$ cat config.mk
export PLATFORM = sky130hd
export DESIGN_NAME = dma_width_adapter
export DESIGN_NICKNAME = d
export VERILOG_FILES = /design/src/rtl/dma_wa_pkg.sv /design/src/rtl/wa_cfg_capture.sv /design/src/rtl/wa_in_tracker.sv /design/src/rtl/wa_hold_buf.sv /design/src/rtl/dma_width_adapter.sv
export SDC_FILE = /design/constraint.sdc
export NUM_CORES = 1
export LEC_CHECK = 0
export ABC_CLOCK_PERIOD_IN_PS = 12800
export BUFFER_PORTS_ARGS = -buffer_cell sky130_fd_sc_hd__buf_2
export CAP_MARGIN = 20
export CORE_AREA = 4 4 167 169
export DETAILED_ROUTE_END_ITERATION = 12
export DIE_AREA = 0 0 171 173
export PLACE_DENSITY = 0.52
export REMOVE_ABC_BUFFERS = 1
export SLEW_MARGIN = 5
export SYNTH_ARGS = -nofsm -noshare
export SYNTH_HDL_FRONTEND = slang
export SYNTH_HIERARCHICAL = 1
export SYNTH_SLANG_ARGS = --single-unit
$ cat constraint.sdc
create_clock -name clk -period 12.8 [get_ports clk]
set_input_delay 2.56 -clock clk [delete_from_list [all_inputs] [get_ports clk]]
set_output_delay 2.56 -clock clk [all_outputs]
set_load 0.1 [all_outputs]
$ cat src/rtl/dma_wa_pkg.sv
// Package: shared width codes and helpers for the DMA width adapter.
// Assumes a 32-bit data path split into four byte lanes.
package dma_wa_pkg;

    localparam int LANES = 4;
    localparam int BC_W  = $clog2(LANES + 1);

    typedef enum logic [1:0] {
        WSEL_8   = 2'b00,
        WSEL_16  = 2'b01,
        WSEL_32  = 2'b10,
        WSEL_RSV = 2'b11
    } wsel_e;

    // Byte size of a width code; the reserved code counts as a full word.
    function automatic logic [BC_W-1:0] width_bytes(input logic [1:0] code);
        case (wsel_e'(code))
            WSEL_8:  width_bytes = BC_W'(1);
            WSEL_16: width_bytes = BC_W'(2);
            default: width_bytes = BC_W'(4);
        endcase
    endfunction

    // Log2 of the byte size, used to scale an item count to bytes.
    function automatic logic [1:0] width_shift(input logic [1:0] code);
        case (wsel_e'(code))
            WSEL_8:  width_shift = 2'd0;
            WSEL_16: width_shift = 2'd1;
            default: width_shift = 2'd2;
        endcase
    endfunction

endpackage

$ cat src/rtl/wa_cfg_capture.sv
// Configuration capture: samples widths, mode and direction when the
// channel starts and holds them until the enable drops. In single-data
// mode the memory width is replaced by the peripheral width.
// Assumes ch_en stays low for at least one clock between transfers.
module wa_cfg_capture
    import dma_wa_pkg::*;
#(
    parameter int CNT_W = 16,
    localparam int TOT_W = CNT_W + 2
) (
    input  logic             clk,
    input  logic             rst_n,
    input  logic             ch_en,
    input  logic             multi_mode,
    input  logic             mem_is_src,
    input  logic [1:0]       per_width,
    input  logic [1:0]       mem_width,
    input  logic [CNT_W-1:0] item_count,
    output logic             active,
    output logic             start,
    output logic [TOT_W-1:0] total_now,
    output logic [BC_W-1:0]  src_bytes,
    output logic [BC_W-1:0]  dst_bytes
);

    logic            active_q;
    logic            multi_q;
    logic            dir_q;
    logic [BC_W-1:0] per_b_q;
    logic [BC_W-1:0] mem_b_q;

    // Start pulse: enable seen high while the channel is still idle.
    assign start     = ch_en && !active_q;
    assign total_now = TOT_W'(item_count) << width_shift(per_width);

    // Capture configuration once per transfer; clear on disable.
    always_ff @(posedge clk) begin
        if (!rst_n) begin
            active_q <= 1'b0;
            multi_q  <= 1'b0;
            dir_q    <= 1'b0;
            per_b_q  <= BC_W'(1);
            mem_b_q  <= BC_W'(1);
        end else if (!ch_en) begin
            active_q <= 1'b0;
        end else if (start) begin
            active_q <= 1'b1;
            multi_q  <= multi_mode;
            dir_q    <= mem_is_src;
            per_b_q  <= width_bytes(per_width);
            mem_b_q  <= multi_mode ? width_bytes(mem_width) : width_bytes(per_width);
        end
    end

    assign active    = active_q;
    assign src_bytes = dir_q ? mem_b_q : per_b_q;
    assign dst_bytes = dir_q ? per_b_q : mem_b_q;

    // single-data mode runs both sides at the peripheral width.
    p_single_forced_r3: assert property (@(posedge clk) disable iff (!rst_n)
        (active_q && !multi_q) |-> (mem_b_q == per_b_q));

    // captured fields do not move while the channel stays active.
    p_cfg_frozen_r10: assert property (@(posedge clk) disable iff (!rst_n)
        (active_q && $past(active_q)) |->
            ($stable(per_b_q) && $stable(mem_b_q) && $stable(dir_q) && $stable(multi_q)));

endmodule

$ cat src/rtl/wa_in_tracker.sv
// Source byte tracker: counts the bytes the source still owes and sizes
// each accepted beat, trimming the final beat to the remaining bytes.
// Assumes start and in_fire are never high together.
module wa_in_tracker
    import dma_wa_pkg::*;
#(
    parameter int CNT_W = 16,
    localparam int TOT_W = CNT_W + 2
) (
    input  logic             clk,
    input  logic             rst_n,
    input  logic             ch_en,
    input  logic             start,
    input  logic [TOT_W-1:0] total_now,
    input  logic [BC_W-1:0]  src_bytes,
    input  logic             in_fire,
    output logic             rem_zero,
    output logic [BC_W-1:0]  take_bytes
);

    logic [TOT_W-1:0] rem_q;

    // Bytes taken from the next beat: a full source beat or the tail.
    always_comb begin
        if (rem_q >= TOT_W'(src_bytes)) take_bytes = src_bytes;
        else                            take_bytes = rem_q[BC_W-1:0];
    end

    assign rem_zero = (rem_q == '0);

    // Load the byte total at start, count down on each accepted beat.
    always_ff @(posedge clk) begin
        if (!rst_n)       rem_q <= '0;
        else if (!ch_en)  rem_q <= '0;
        else if (start)   rem_q <= total_now;
        else if (in_fire) rem_q <= rem_q - TOT_W'(take_bytes);
    end

    // an accepted beat always moves at least one byte and no more than the width.
    p_take_bound_r4: assert property (@(posedge clk) disable iff (!rst_n)
        in_fire |-> ((take_bytes != '0) && (take_bytes <= src_bytes)));

    // the remaining count drops by exactly the bytes taken.
    p_rem_step_r4: assert property (@(posedge clk) disable iff (!rst_n)
        (in_fire && ch_en) |=> (!ch_en || (rem_q == $past(rem_q) - TOT_W'($past(take_bytes)))));

endmodule

$ cat src/rtl/wa_hold_buf.sv
// Holding register: a byte queue that shifts consumed bytes out of lane 0
// and appends accepted source bytes behind the bytes still held.
// Assumes the caller never offers more bytes than there is room for.
module wa_hold_buf
    import dma_wa_pkg::*;
#(
    parameter int BUF_BYTES = 8,
    localparam int OCC_W = $clog2(BUF_BYTES + 1),
    localparam int IDX_W = $clog2(BUF_BYTES)
) (
    input  logic                 clk,
    input  logic                 rst_n,
    input  logic                 clear,
    input  logic                 in_fire,
    input  logic [8*LANES-1:0]   in_data,
    input  logic [BC_W-1:0]      take_bytes,
    input  logic                 out_fire,
    input  logic [BC_W-1:0]      out_bytes,
    output logic [OCC_W-1:0]     occ,
    output logic [8*LANES-1:0]   head_word
);

    logic [7:0]       store_q [BUF_BYTES];
    logic [7:0]       store_d [BUF_BYTES];
    logic [OCC_W-1:0] occ_q;
    logic [OCC_W-1:0] occ_d;
    logic [OCC_W-1:0] drop_n;
    logic [OCC_W-1:0] keep_n;

    // Next buffer contents: shift out the sent bytes, append the new ones.
    always_comb begin
        drop_n = out_fire ? OCC_W'(out_bytes) : '0;
        keep_n = occ_q - drop_n;
        for (int i = 0; i < BUF_BYTES; i++) begin
            store_d[i] = 8'h00;
            if (i + int'(drop_n) < BUF_BYTES)
                store_d[i] = store_q[IDX_W'(i + int'(drop_n))];
        end
        if (in_fire) begin
            for (int k = 0; k < LANES; k++) begin
                if ((k < int'(take_bytes)) && (int'(keep_n) + k < BUF_BYTES))
                    store_d[IDX_W'(int'(keep_n) + k)] = in_data[8*k +: 8];
            end
        end
        occ_d = keep_n + (in_fire ? OCC_W'(take_bytes) : '0);
    end

    // Register the buffer; a clear empties it.
    always_ff @(posedge clk) begin
        if (!rst_n || clear) begin
            occ_q <= '0;
            for (int i = 0; i < BUF_BYTES; i++) store_q[i] <= 8'h00;
        end else begin
            occ_q <= occ_d;
            for (int i = 0; i < BUF_BYTES; i++) store_q[i] <= store_d[i];
        end
    end

    // Lowest lanes of the queue form the candidate destination word.
    generate
        for (genvar g = 0; g < LANES; g++) begin : g_head
            assign head_word[8*g +: 8] = store_q[g];
        end
    endgenerate

    assign occ = occ_q;

    // accepted bytes always fit next to the bytes already held.
    p_no_overflow_r6: assert property (@(posedge clk) disable iff (!rst_n)
        in_fire |-> ((OCC_W + 1)'(occ_q) + (OCC_W + 1)'(take_bytes) <= (OCC_W + 1)'(BUF_BYTES)));

    // a clear leaves nothing behind.
    p_clear_empties_r7: assert property (@(posedge clk) disable iff (!rst_n)
        clear |=> (occ_q == '0));

endmodule

$ cat src/rtl/dma_width_adapter.sv
// DMA width adapter top: joins configuration capture, source byte
// tracking and the holding register, and drives both handshakes.
// Assumes in_data is right-aligned; lanes above the source width are don't-care.
module dma_width_adapter
    import dma_wa_pkg::*;
#(
    parameter int CNT_W     = 16,
    parameter int BUF_WORDS = 2,
    localparam int DATA_W    = 8 * LANES,
    localparam int BUF_BYTES = BUF_WORDS * LANES,
    localparam int OCC_W     = $clog2(BUF_BYTES + 1),
    localparam int TOT_W     = CNT_W + 2
) (
    input  logic              clk,
    input  logic              rst_n,
    input  logic              ch_en,
    input  logic              multi_mode,
    input  logic              mem_is_src,
    input  logic [1:0]        per_width,
    input  logic [1:0]        mem_width,
    input  logic [CNT_W-1:0]  item_count,
    input  logic              in_valid,
    output logic              in_ready,
    input  logic [DATA_W-1:0] in_data,
    output logic              out_valid,
    input  logic              out_ready,
    output logic [DATA_W-1:0] out_data,
    output logic [LANES-1:0]  out_be
);

    logic              active;
    logic              start;
    logic [TOT_W-1:0]  total_now;
    logic [BC_W-1:0]   src_bytes;
    logic [BC_W-1:0]   dst_bytes;
    logic              rem_zero;
    logic [BC_W-1:0]   take_bytes;
    logic [OCC_W-1:0]  occ;
    logic [DATA_W-1:0] head_word;
    logic [BC_W-1:0]   out_bytes;
    logic              word_full;
    logic              tail_flush;
    logic              room_ok;
    logic              in_fire;
    logic              out_fire;

    wa_cfg_capture #(.CNT_W(CNT_W)) u_cfg (
        .clk        (clk),
        .rst_n      (rst_n),
        .ch_en      (ch_en),
        .multi_mode (multi_mode),
        .mem_is_src (mem_is_src),
        .per_width  (per_width),
        .mem_width  (mem_width),
        .item_count (item_count),
        .active     (active),
        .start      (start),
        .total_now  (total_now),
        .src_bytes  (src_bytes),
        .dst_bytes  (dst_bytes)
    );

    wa_in_tracker #(.CNT_W(CNT_W)) u_trk (
        .clk        (clk),
        .rst_n      (rst_n),
        .ch_en      (ch_en),
        .start      (start),
        .total_now  (total_now),
        .src_bytes  (src_bytes),
        .in_fire    (in_fire),
        .rem_zero   (rem_zero),
        .take_bytes (take_bytes)
    );

    wa_hold_buf #(.BUF_BYTES(BUF_BYTES)) u_buf (
        .clk        (clk),
        .rst_n      (rst_n),
        .clear      (!ch_en),
        .in_fire    (in_fire),
        .in_data    (in_data),
        .take_bytes (take_bytes),
        .out_fire   (out_fire),
        .out_bytes  (out_bytes),
        .occ        (occ),
        .head_word  (head_word)
    );

    // Output decision: a full destination word, or the tail after the last source byte.
    always_comb begin
        word_full  = (occ >= OCC_W'(dst_bytes));
        tail_flush = rem_zero && (occ != '0);
        out_valid  = active && ch_en && (word_full || tail_flush);
        out_bytes  = word_full ? dst_bytes : BC_W'(occ);
    end

    // Source admission: room for the sized beat in the holding register.
    always_comb begin
        room_ok  = ((OCC_W + 1)'(occ) + (OCC_W + 1)'(take_bytes)) <= (OCC_W + 1)'(BUF_BYTES);
        in_ready = active && ch_en && !rem_zero && room_ok;
    end

    assign in_fire  = in_valid && in_ready;
    assign out_fire = out_valid && out_ready;

    // Byte enables and zeroed idle lanes of the destination word.
    generate
        for (genvar g = 0; g < LANES; g++) begin : g_lane
            assign out_be[g]           = out_valid && (g < int'(out_bytes));
            assign out_data[8*g +: 8]  = out_be[g] ? head_word[8*g +: 8] : 8'h00;
        end
    endgenerate

    // enables are a run of ones from lane 0, capped at the destination width.
    p_be_contig_r8: assert property (@(posedge clk) disable iff (!rst_n)
        out_valid |-> ($onehot0(out_be + LANES'(1)) && (out_be != '0)
                       && ($countones(out_be) <= int'(dst_bytes))));

    // a stalled beat holds still until taken or the channel drops.
    p_hold_stable_r11: assert property (@(posedge clk) disable iff (!rst_n)
        (out_valid && !out_ready && ch_en) |=>
            (!ch_en || (out_valid && $stable(out_data) && $stable(out_be))));

    // no source beat is taken once the byte total is used up.
    p_no_ready_done_r12: assert property (@(posedge clk) disable iff (!rst_n)
        rem_zero |-> !in_ready);

endmodule

=== Word level (Yosys, flattened, before mapping) ===
Memory sizes are Yosys's and may differ from the RTL's.
Index checks and enable logic that the tools add are counted.

* Bits in read-only memories: 0
* Bits of input ports: 59
* Output and inout bits: 38
* Flip-flop bits (word level): 30
* Memories kept: 1
* Memory bits (writable): 64
* Word-level logic and storage cells: 155
* Latch bits: 0

{| class="wikitable"
|+ Memory list
! name !! words !! bits a word !! rd ports !! clocked after memory_dff !! write ports !! RTL line !! text
|-
| u_buf.store_q || 8 || 8 || 12 || 0 || 8 || wa_hold_buf.sv:23 || <nowiki>logic [7:0] store_q [BUF_BYTES];</nowiki>
|}

* Reduce and logical (&&, ||, !) cells: 33
* Magnitude comparators: 31
* $add $sub $neg: 14
* Equality and inequality tests: 2
* Mux-type cells: 55
* Div/mod/pow operators: 0
* Shift-type cells: 1
* Bitwise logic cells: 12
* Multipliers: 0

{| class="wikitable"
|+ Operators with widths
! cell !! number
|-
| 64-bit 2-to-1 mux || 8
|-
| 32-bit by 5-bit less-than comparator with 1-bit output, second input constant || 10
|-
| 64-bit bitwise mux || 4
|-
| 8-bit 2-to-1 mux || 24
|-
| 8-bit demux with 3-bit select || 4
|-
| 18-bit 2-to-1 mux || 2
|-
| 3-bit 2-to-1 mux || 7
|-
| 3-bit by 4-bit adder with 5-bit output, first input constant || 4
|-
| 1-bit logical AND || 20
|-
| 18-bit by 3-bit >= comparator with 1-bit output || 1
|-
| 18-bit zero test || 1
|-
| 16-bit by 2-bit left shift with 18-bit output || 1
|-
| 18-bit by 3-bit subtractor with 18-bit output || 1
|-
| 3-bit by 4-bit >= comparator with 1-bit output, second input constant || 4
|-
| 1-bit by 3-bit less-than comparator with 1-bit output, first input constant || 4
|-
| 2-bit by 3-bit less-than comparator with 1-bit output, first input constant || 4
|-
| 3-bit by 1-bit less-than comparator with 1-bit output, second input constant || 4
|-
| 3-bit NOT || 4
|-
| 3-bit one-hot mux with 2 select lines || 2
|-
| 2-bit by 4-bit adder with 5-bit output, first input constant || 2
|-
| 4-bit by 2-bit adder with 5-bit output, second input constant || 2
|-
| 4-bit less-than comparator, second input constant || 2
|-
| 1-bit OR || 8
|-
| 1-bit by 4-bit adder with 5-bit output, first input constant || 1
|-
| other kinds (15) || 24
|}

=== Logic depth before layout (Yosys ltp) ===
Gate-level depths: netlist (run 1).

* Depth in word-level cells: 25
* Depth in mapped cells: 26
* Depth with buffers taken out: 19

=== Cells and area by module ===
Netlist (run 1), hierarchy kept.

{| class="wikitable"
|+ By module, submodules not included
! module !! instances !! area each (µm²) !! cells an instance
|-
| wa_hold_buf || 1 || 6563.8 || 751
|-
| wa_in_tracker || 1 || 1164.9 || 136
|-
| wa_cfg_capture || 1 || 773.2 || 95
|-
| dma_width_adapter || 1 || 614.3 || 95
|}

=== Worst setup path before layout (run 1) ===
No wires, ideal clock.

* Kind: input-to-output
* Start point: input port ch_en
* End point: output port out_data[24]
* Data arrival time: 5.554 ns
* Stages: 5
* Required time: 10.240 ns
* Slack: 4.686 ns
* Path through: and2_1 clkbuf_1 nand2_1 mux2i_1 and2_1

* Word-level cells in the longest chain between the ends: 4

{| class="wikitable"
|+ RTL lines
! what !! RTL line !! text
|-
| start: declaration || dma_width_adapter.sv:16 || <nowiki>input logic ch_en,</nowiki>
|-
| 1-bit logical AND (2 in series) || dma_width_adapter.sv:92 || <nowiki>out_valid = active && ch_en && (word_full || tail_flush);</nowiki>
|-
| 1-bit logical AND || dma_width_adapter.sv:108 || <nowiki>assign out_be[g] = out_valid && (g < int'(out_bytes));</nowiki>
|-
| net out_be[3] || dma_width_adapter.sv:28 || <nowiki>output logic [LANES-1:0] out_be</nowiki>
|-
| 8-bit 2-to-1 mux || dma_width_adapter.sv:109 || <nowiki>assign out_data[8*g +: 8] = out_be[g] ? head_word[8*g +: 8] : 8'h00;</nowiki>
|-
| end: declaration || dma_width_adapter.sv:27 || <nowiki>output logic [DATA_W-1:0] out_data,</nowiki>
|}

The timed path passes the listed nets, and every way through them passes these cells.

==> flow_metrics.tcl, run 1 <==
set metrics [dict create \
    drive_above_1_share_pct 18.8 \
    syn2layout_area_growth_pct 10.7 \
    async_reset_ff_share_pct 0 \
    period_share_pct 61.9 \
    hpwl_um 24100 \
    die_x_um 171 \
    drc 0 \
    required_ns 13.01 \
    syn_avg_cell_area_um2 8.46 \
    insertion_delay_ns 0.36 \
    cts_sinks 94 \
    h-tree-depth 3 \
    design_area_um2 10100 \
    hold_path.class "reg -> reg" \
    post-place-cells 1451 \
    ant_nets 0 \
    die_h_um 173 \
    regToRegSetupSlack_ns 5.30 \
    final-setup-viol-count 0 \
    fin_crit_ns 7.93 \
    synth_seq_area_share_pct 20.6 \
    num_vias 9087 \
    reg2reg_depth 18 \
    synth-edff-count 0 \
    final_cell_mix "126 x nand2_1, 96 x buf_2, 94 x dfxtp_1, 73 x mux2i_1, 62 x nor2_1" \
    dr.pass1.iters 8 \
    first_iter_violations 1101 \
    clkSlewWorstSetupHoldPaths_ns 0.08 \
    nFillCells 2793 \
    overflow 0 \
    clk_path_buf_depth 2 \
    cts_tree "built" \
    grt_max_degree 50 \
    dpl_worst_slack_ns 4.65 \
    status "completed" \
    syn_area_um2 9120 \
    core-area_um2 26600 \
    initial_utilization_pct 34.3 \
    synth-seq-cells 94 \
    first_global_vias 8681 \
    peakVddDrop_mv 0.0468 \
    nets 1214 \
    skew_ns 0.0179 \
    placedInstanceArea_um2 9770 \
    synth_ff_type "dfxtp_1" \
    ys.warnings.count 6 \
    stdcell_count 1470 \
    maxSlewViolCount 0 \
    crit_arrival_ns 8.14 \
    grt-busiest-layer "met2" \
    use_met2_pct 31.6 \
    fmax_ghz 0.126 \
    setup_tns_ns 0 \
    p_per_area_nw_per_um2 75.3 \
    post_cts_buffers 0 \
    global_route.usage.met1_pct 31.6 \
    end_kind "flip-flop" \
    globalRouteTotalUtil_pct 21.4 \
    cts_buffers 9 \
    rsz0062_at_grt "no" \
    crit_start "ch_en" \
    r2r-end "u_buf/store_q[3][0]$_SDFF_PP0_" \
    diodes 0 \
    crit_type "in -> reg" \
    cts_hold_buffers 0 \
    viasPerCell 6.18 \
    worstMarginPinSlew_ns 1.10 \
    crit_fanout 18 \
    cts_root_buf "clkbuf_16" \
    final_common_cell "nand2_1" \
    fp.dieArea_um2 29600 \
    r2r_start "u_trk/rem_q[12]$_SDFFE_PN0P_" \
    fp-row-count 60 \
    grt_first_pass_wirelength_um 50900 \
    avgRoutedWirePerCell_um 22.0 \
    netlist_instances 1077 \
    crit_path_end "u_buf/store_q[3][0]$_SDFF_PP0_" \
    ctsResizeCount 0 \
    wl_um 32400 \
    synth.distinct_cells 92 \
    layout_setup_ws_ns 4.87 \
    cap_violations 0 \
    fin_hold_ws_ns 0.475 \
    antenna_found_initial 0 \
    finalHoldViolations 0 \
    slew_headroom_pct 25.7 \
    portBuffers 96 \
    critPathLaunchType "input port" \
    total_leakage_power_nw 3.57 \
    ios 97 \
    grt_use_met3_pct 3.75 \
    gp_congestion 0.910 \
]
registers in the layout (all words and copies together), names as in the netlist:
name,flops
u_cfg/per_b_q,3
u_buf/occ,4
u_buf/store_q,64
u_cfg/active,1
u_cfg/mem_b_q,3
u_cfg/dir_q,1
u_trk/rem_q,18
stage by stage:
step	power, mW	util [%]
after floorplan	0.423	-
after global placement	0.482	36.8
after detailed placement	0.482	36.8
after CTS	0.763	37.9
after global routing	0.796	38.0
final	0.760	38.0
synth_stat cells (9+ instances only):
cell type / instances / share of area [%]
nand2_1: 126 / 5.2
dfxtp_1: 94 / 21
mux2i_1: 73 / 8.0
nor2_1: 62 / 2.6
inv_1: 59 / 2.4
o21ai_0: 49 / 2.7
mux4_2: 40 / 9.9
clkbuf_1: 38 / 1.6
a31oi_1: 32 / 2.2
a21oi_1: 30 / 1.6
ha_1: 27 / 3.7
buf_2: 26 / 1.4
a22oi_1: 25 / 2.1
and2_1: 24 / 1.6
a221oi_1: 22 / 2.1
nand3_1: 18 / 0.99
o211a_1: 16 / 1.8
a21o_1: 14 / 1.2
a222oi_1: 14 / 1.5
o2bb2ai_1: 14 / 1.3
and3_1: 13 / 0.89
nor2b_1: 13 / 0.89
nor3b_1: 13 / 1.1
o311ai_0: 13 / 1.2
o21ai_1: 12 / 0.66
mux2_2: 11 / 1.4
nand2b_1: 11 / 0.75
o211ai_1: 10 / 0.82
o22ai_1: 10 / 0.69
o32ai_1: 10 / 0.96
xnor2_1: 10 / 0.96
or3_1: 9 / 0.62
routing by layer:
| layer | part of all wire (%) | vias to the layer above |
|---|---|---|
| li1 | - | 4210 |
| met1 | 45 | 4360 |
| met2 | 45 | 464 |
| met3 | 8.0 | 53 |
| met4 | 2.3 | 0 |
| met5 | 0 | - |
final cells by class:
type,instances,area (um2),share of cell area [%]
Clock buffer,10,239,2.37
Clock inverter,6,60.1,0.595
Sequential cell,94,1880,18.6
Timing Repair Buffer,114,621,6.15
Tap cell,341,427,4.23
Inverter,61,229,2.27
Multi-Input combinational cell,844,6640,65.7
worst min path at each step:
stage,end,startpoint,slack (ns),depth (start not counted)
2_1_floorplan,u_cfg/per_b_q[1]$_SDFFE_PN0P_,u_cfg/per_b_q[1]$_SDFFE_PN0P_,0.44,2
3_3_place_gp,u_cfg/per_b_q[2]$_SDFFE_PN0P_,u_cfg/per_b_q[2]$_SDFFE_PN0P_,0.46,2
3_5_place_dp,u_cfg/per_b_q[1]$_SDFFE_PN0P_,u_cfg/per_b_q[1]$_SDFFE_PN0P_,0.47,2
4_1_cts,u_cfg/per_b_q[2]$_SDFFE_PN0P_,u_cfg/per_b_q[2]$_SDFFE_PN0P_,0.48,2
5_1_grt,u_cfg/per_b_q[1]$_SDFFE_PN0P_,u_cfg/per_b_q[1]$_SDFFE_PN0P_,0.50,2
6_report,u_cfg/per_b_q[1]$_SDFFE_PN0P_,u_cfg/per_b_q[1]$_SDFFE_PN0P_,0.47,2
critical path: stages:
cell and delay [ns]:
buf_2 0.15, nand2_1 0.11, a21o_1 0.33, nor2_1 0.83
nand2_1 0.78, fa_1 0.98, inv_1 0.18, ha_1 0.29
xnor2_1 0.22, a211o_1 0.14, a211oi_2 0.11, o21ai_1 0.66
nor3b_2 0.61, a31oi_1 0.18
kinds of logic after synthesis:
logic type,Yosys count,share of synthesized area (%)
buffers and inverters,139,6.77
and+or+nand+nor,336,18.9
muxes,125,19.4
adders and majority gates,31,4.58
AOI/OAI and AO/OA,334,27.9
DFF,94,20.6
xor gates and xnor gates,18,1.81
report_power, final:
part | switching [mW] | internal [mW] | total, mW
registers | 0.00726 | 0.298 | 0.305
clock network | 0.139 | 0.143 | 0.282
logic | 0.109 | 0.0635 | 0.173
Note: power is estimated with default switching activity, not from simulation.
==> run 2: changes to the inputs <==
Settings changed: ABC_CLOCK_PERIOD_IN_PS 12800 to 8080.
Clock period 12.8 ns to 8.08 ns, I/O delays scaled along.
==> run 2 against run 1 <==
Effect of this change: flip-flop and latch count unchanged; global-route usage decreased by 0.44 points; register-to-register slack got worse by 4.0 ns; core utilization decreased by 0.11 points; largest cell class unchanged.
==> flow_metrics.tcl, run 2 (synthesized netlist as in run 1, its figures left out) <==
set metrics [dict create \
    status "completed" \
    placedInstanceArea_um2 9780 \
    top_register "u_buf/store_q" \
    num_vias 8993 \
    final-setup-viol-count 0 \
    post_cts_buffers 0 \
    crit_arrival_ns 6.97 \
    cap_violations 0 \
    regToRegSetupSlack_ns 1.33 \
    cts_sinks 94 \
    register_area_um2 1880 \
    globalRouteTotalUtil_pct 20.9 \
    insertion_delay_ns 0.36 \
    portBuffers 96 \
    cp_cell_sequence "or4_1, nor4_2, nand3b_1, nor4_1, buf_4, o41ai_1, a21o_1, nor2_1, and2_2, ha_1, inv_1, fa_1, inv_1, ha_1, xnor2_1, a211o_1, a211oi_2, o21ai_1, nor3b_2, a31oi_1" \
    clk_path_buf_depth 2 \
    cts_tree "built" \
    final_common_cell "nand2_1" \
    ios 97 \
    fmax_ghz 0.148 \
    overflow 0 \
    clkSlewWorstSetupHoldPaths_ns 0.08 \
    fin_crit_ns 6.75 \
    die_x_um 171 \
    cts_hold_buffers 0 \
    h-tree-depth 3 \
    rsz0062_at_grt "no" \
    reg2reg_depth 20 \
    dpl_worst_slack_ns 1.43 \
    core-area_um2 26600 \
    hold_path.class "reg -> reg" \
    finalHoldViolations 0 \
    wl_um 31600 \
    first_global_vias 8538 \
    critPathSlowestCell "nor2_1" \
    die_h_um 173 \
    r2r-end "u_buf/store_q[3][3]$_SDFF_PP0_" \
    antenna_found_initial 0 \
    ctsResizeCount 0 \
    gp_congestion 0.969 \
    slew_headroom_pct 28.5 \
    worstMarginPinSlew_ns 1.06 \
    maxSlewViolCount 0 \
    total_leakage_power_nw 3.55 \
    first_iter_violations 996 \
    nets 1213 \
    design_area_um2 10100 \
    diodes 0 \
    grt_first_pass_wirelength_um 49600 \
    final_cell_mix "126 x nand2_1, 96 x buf_2, 94 x dfxtp_1, 73 x mux2i_1, 62 x nor2_1" \
    drc 0 \
    skew_ns 0.0140 \
    hold_end "u_cfg/per_b_q[1]$_SDFFE_PN0P_" \
    cts_buffers 9 \
    slowest_delay_ns 0.81 \
    multi_input_area_um2 6640 \
    hpwl_um 23900 \
    hold_depth 2 \
    grt_max_degree 52 \
    p_per_area_nw_per_um2 118 \
    dr.pass1.iters 7 \
    end_kind "flip-flop" \
    layout_setup_ws_ns 1.33 \
    fp.dieArea_um2 29600 \
    required_ns 8.30 \
    viasPerCell 6.12 \
    fin_util_pct 37.9 \
    worstHoldStart "u_cfg/per_b_q[1]$_SDFFE_PN0P_" \
    critPathLaunchType "flip-flop" \
    peakVddDrop_mv 0.0662 \
    fp-row-count 60 \
    r2r_start "u_trk/rem_q[12]$_SDFFE_PN0P_" \
    nFillCells 2763 \
    largest_register_ffs 64 \
    crit_fanout 18 \
    crit_type "reg -> reg" \
    syn2layout_area_growth_pct 10.4 \
    avgRoutedWirePerCell_um 21.5 \
    cts_root_buf "clkbuf_16" \
    period_share_pct 83.5 \
    initial_utilization_pct 34.3 \
    ant_nets 0 \
    drive_above_1_share_pct 18.7 \
]
## run 2: cell count changes in the layout (fill, tap and decap cells not counted)
cell            delta
clkbuf_1           +1
clkinvlp_4         +2
clkinv_4           -2
inv_8              -2
clkbuf_8           -1
inv_6              +2
dlymetal6s2s_1     -1
## run 2: critical path: cells and delay by family, from the launching register on
family,cells,cell delay (ns)
AND/OR/NAND/NOR,7,3.03
flip-flops,1,0.35
AO/OA/AOI/OAI,6,1.49
buffers and inverters,3,0.41
adder cells (fa/ha/maj),3,1.11
XOR/XNOR,1,0.20
## run 2: area by class of cell
type | instances | share of cell area [%]
clock inverters | 6 | 0.522
well taps | 341 | 4.24
inverters | 61 | 2.28
repair buffers | 113 | 6.04
clock buffers | 10 | 2.28
flip-flops and latches | 94 | 18.7
multi-input cells | 844 | 65.9
## run 2: worst max path at each step
| stage | end | from |
|---|---|---|
| 5_1_grt | u_buf/store_q[3][3]$_SDFF_PP0_ | u_trk/rem_q[12]$_SDFFE_PN0P_ |
| 4_1_cts | u_buf/store_q[3][3]$_SDFF_PP0_ | u_trk/rem_q[12]$_SDFFE_PN0P_ |
| 3_3_place_gp | u_buf/store_q[3][5]$_SDFF_PP0_ | ch_en |
| 6_report | u_buf/store_q[3][3]$_SDFF_PP0_ | u_trk/rem_q[12]$_SDFFE_PN0P_ |
| 3_5_place_dp | u_buf/store_q[3][4]$_SDFF_PP0_ | ch_en |
| 2_1_floorplan | u_buf/store_q[0][0]$_SDFF_PP0_ | u_cfg/dir_q$_SDFFE_PN0P_ |
## run 2: routing by layer
metal	wire length, um	part of all wire (%)	vias to the layer above	GRT usage (%)
met2	13900	44	385	31.4
met5	0	0	-	0
li1	-	-	4205	-
met4	703	2.2	0	5.68
met3	2210	7.0	46	3.22
met1	14800	47	4357	31.1
## run 2: through the flow
| step | TNS (ns) | hold WS [ns] | std cells | power (mW) |
|---|---|---|---|---|
| after floorplan | -57.85 | 0.442 | 999 | 0.670 |
| after global placement | 0 | 0.461 | 1453 | 0.762 |
| after detailed placement | 0 | 0.470 | 1453 | 0.762 |
| after CTS | 0 | 0.479 | 1469 | 1.19 |
| after global routing | 0 | 0.512 | 1469 | 1.23 |
| final | 0 | 0.479 | 1469 | 1.18 |
## run 2: report_power, final
| group | switching (mW) | leakage (nW) | internal, mW |
|---|---|---|---|
| clock network | 0.214 | 0.132 | 0.215 |
| logic | 0.172 | 2.65 | 0.100 |
| registers | 0.0111 | 0.761 | 0.472 |
| total | 0.396 | 3.55 | 0.788 |
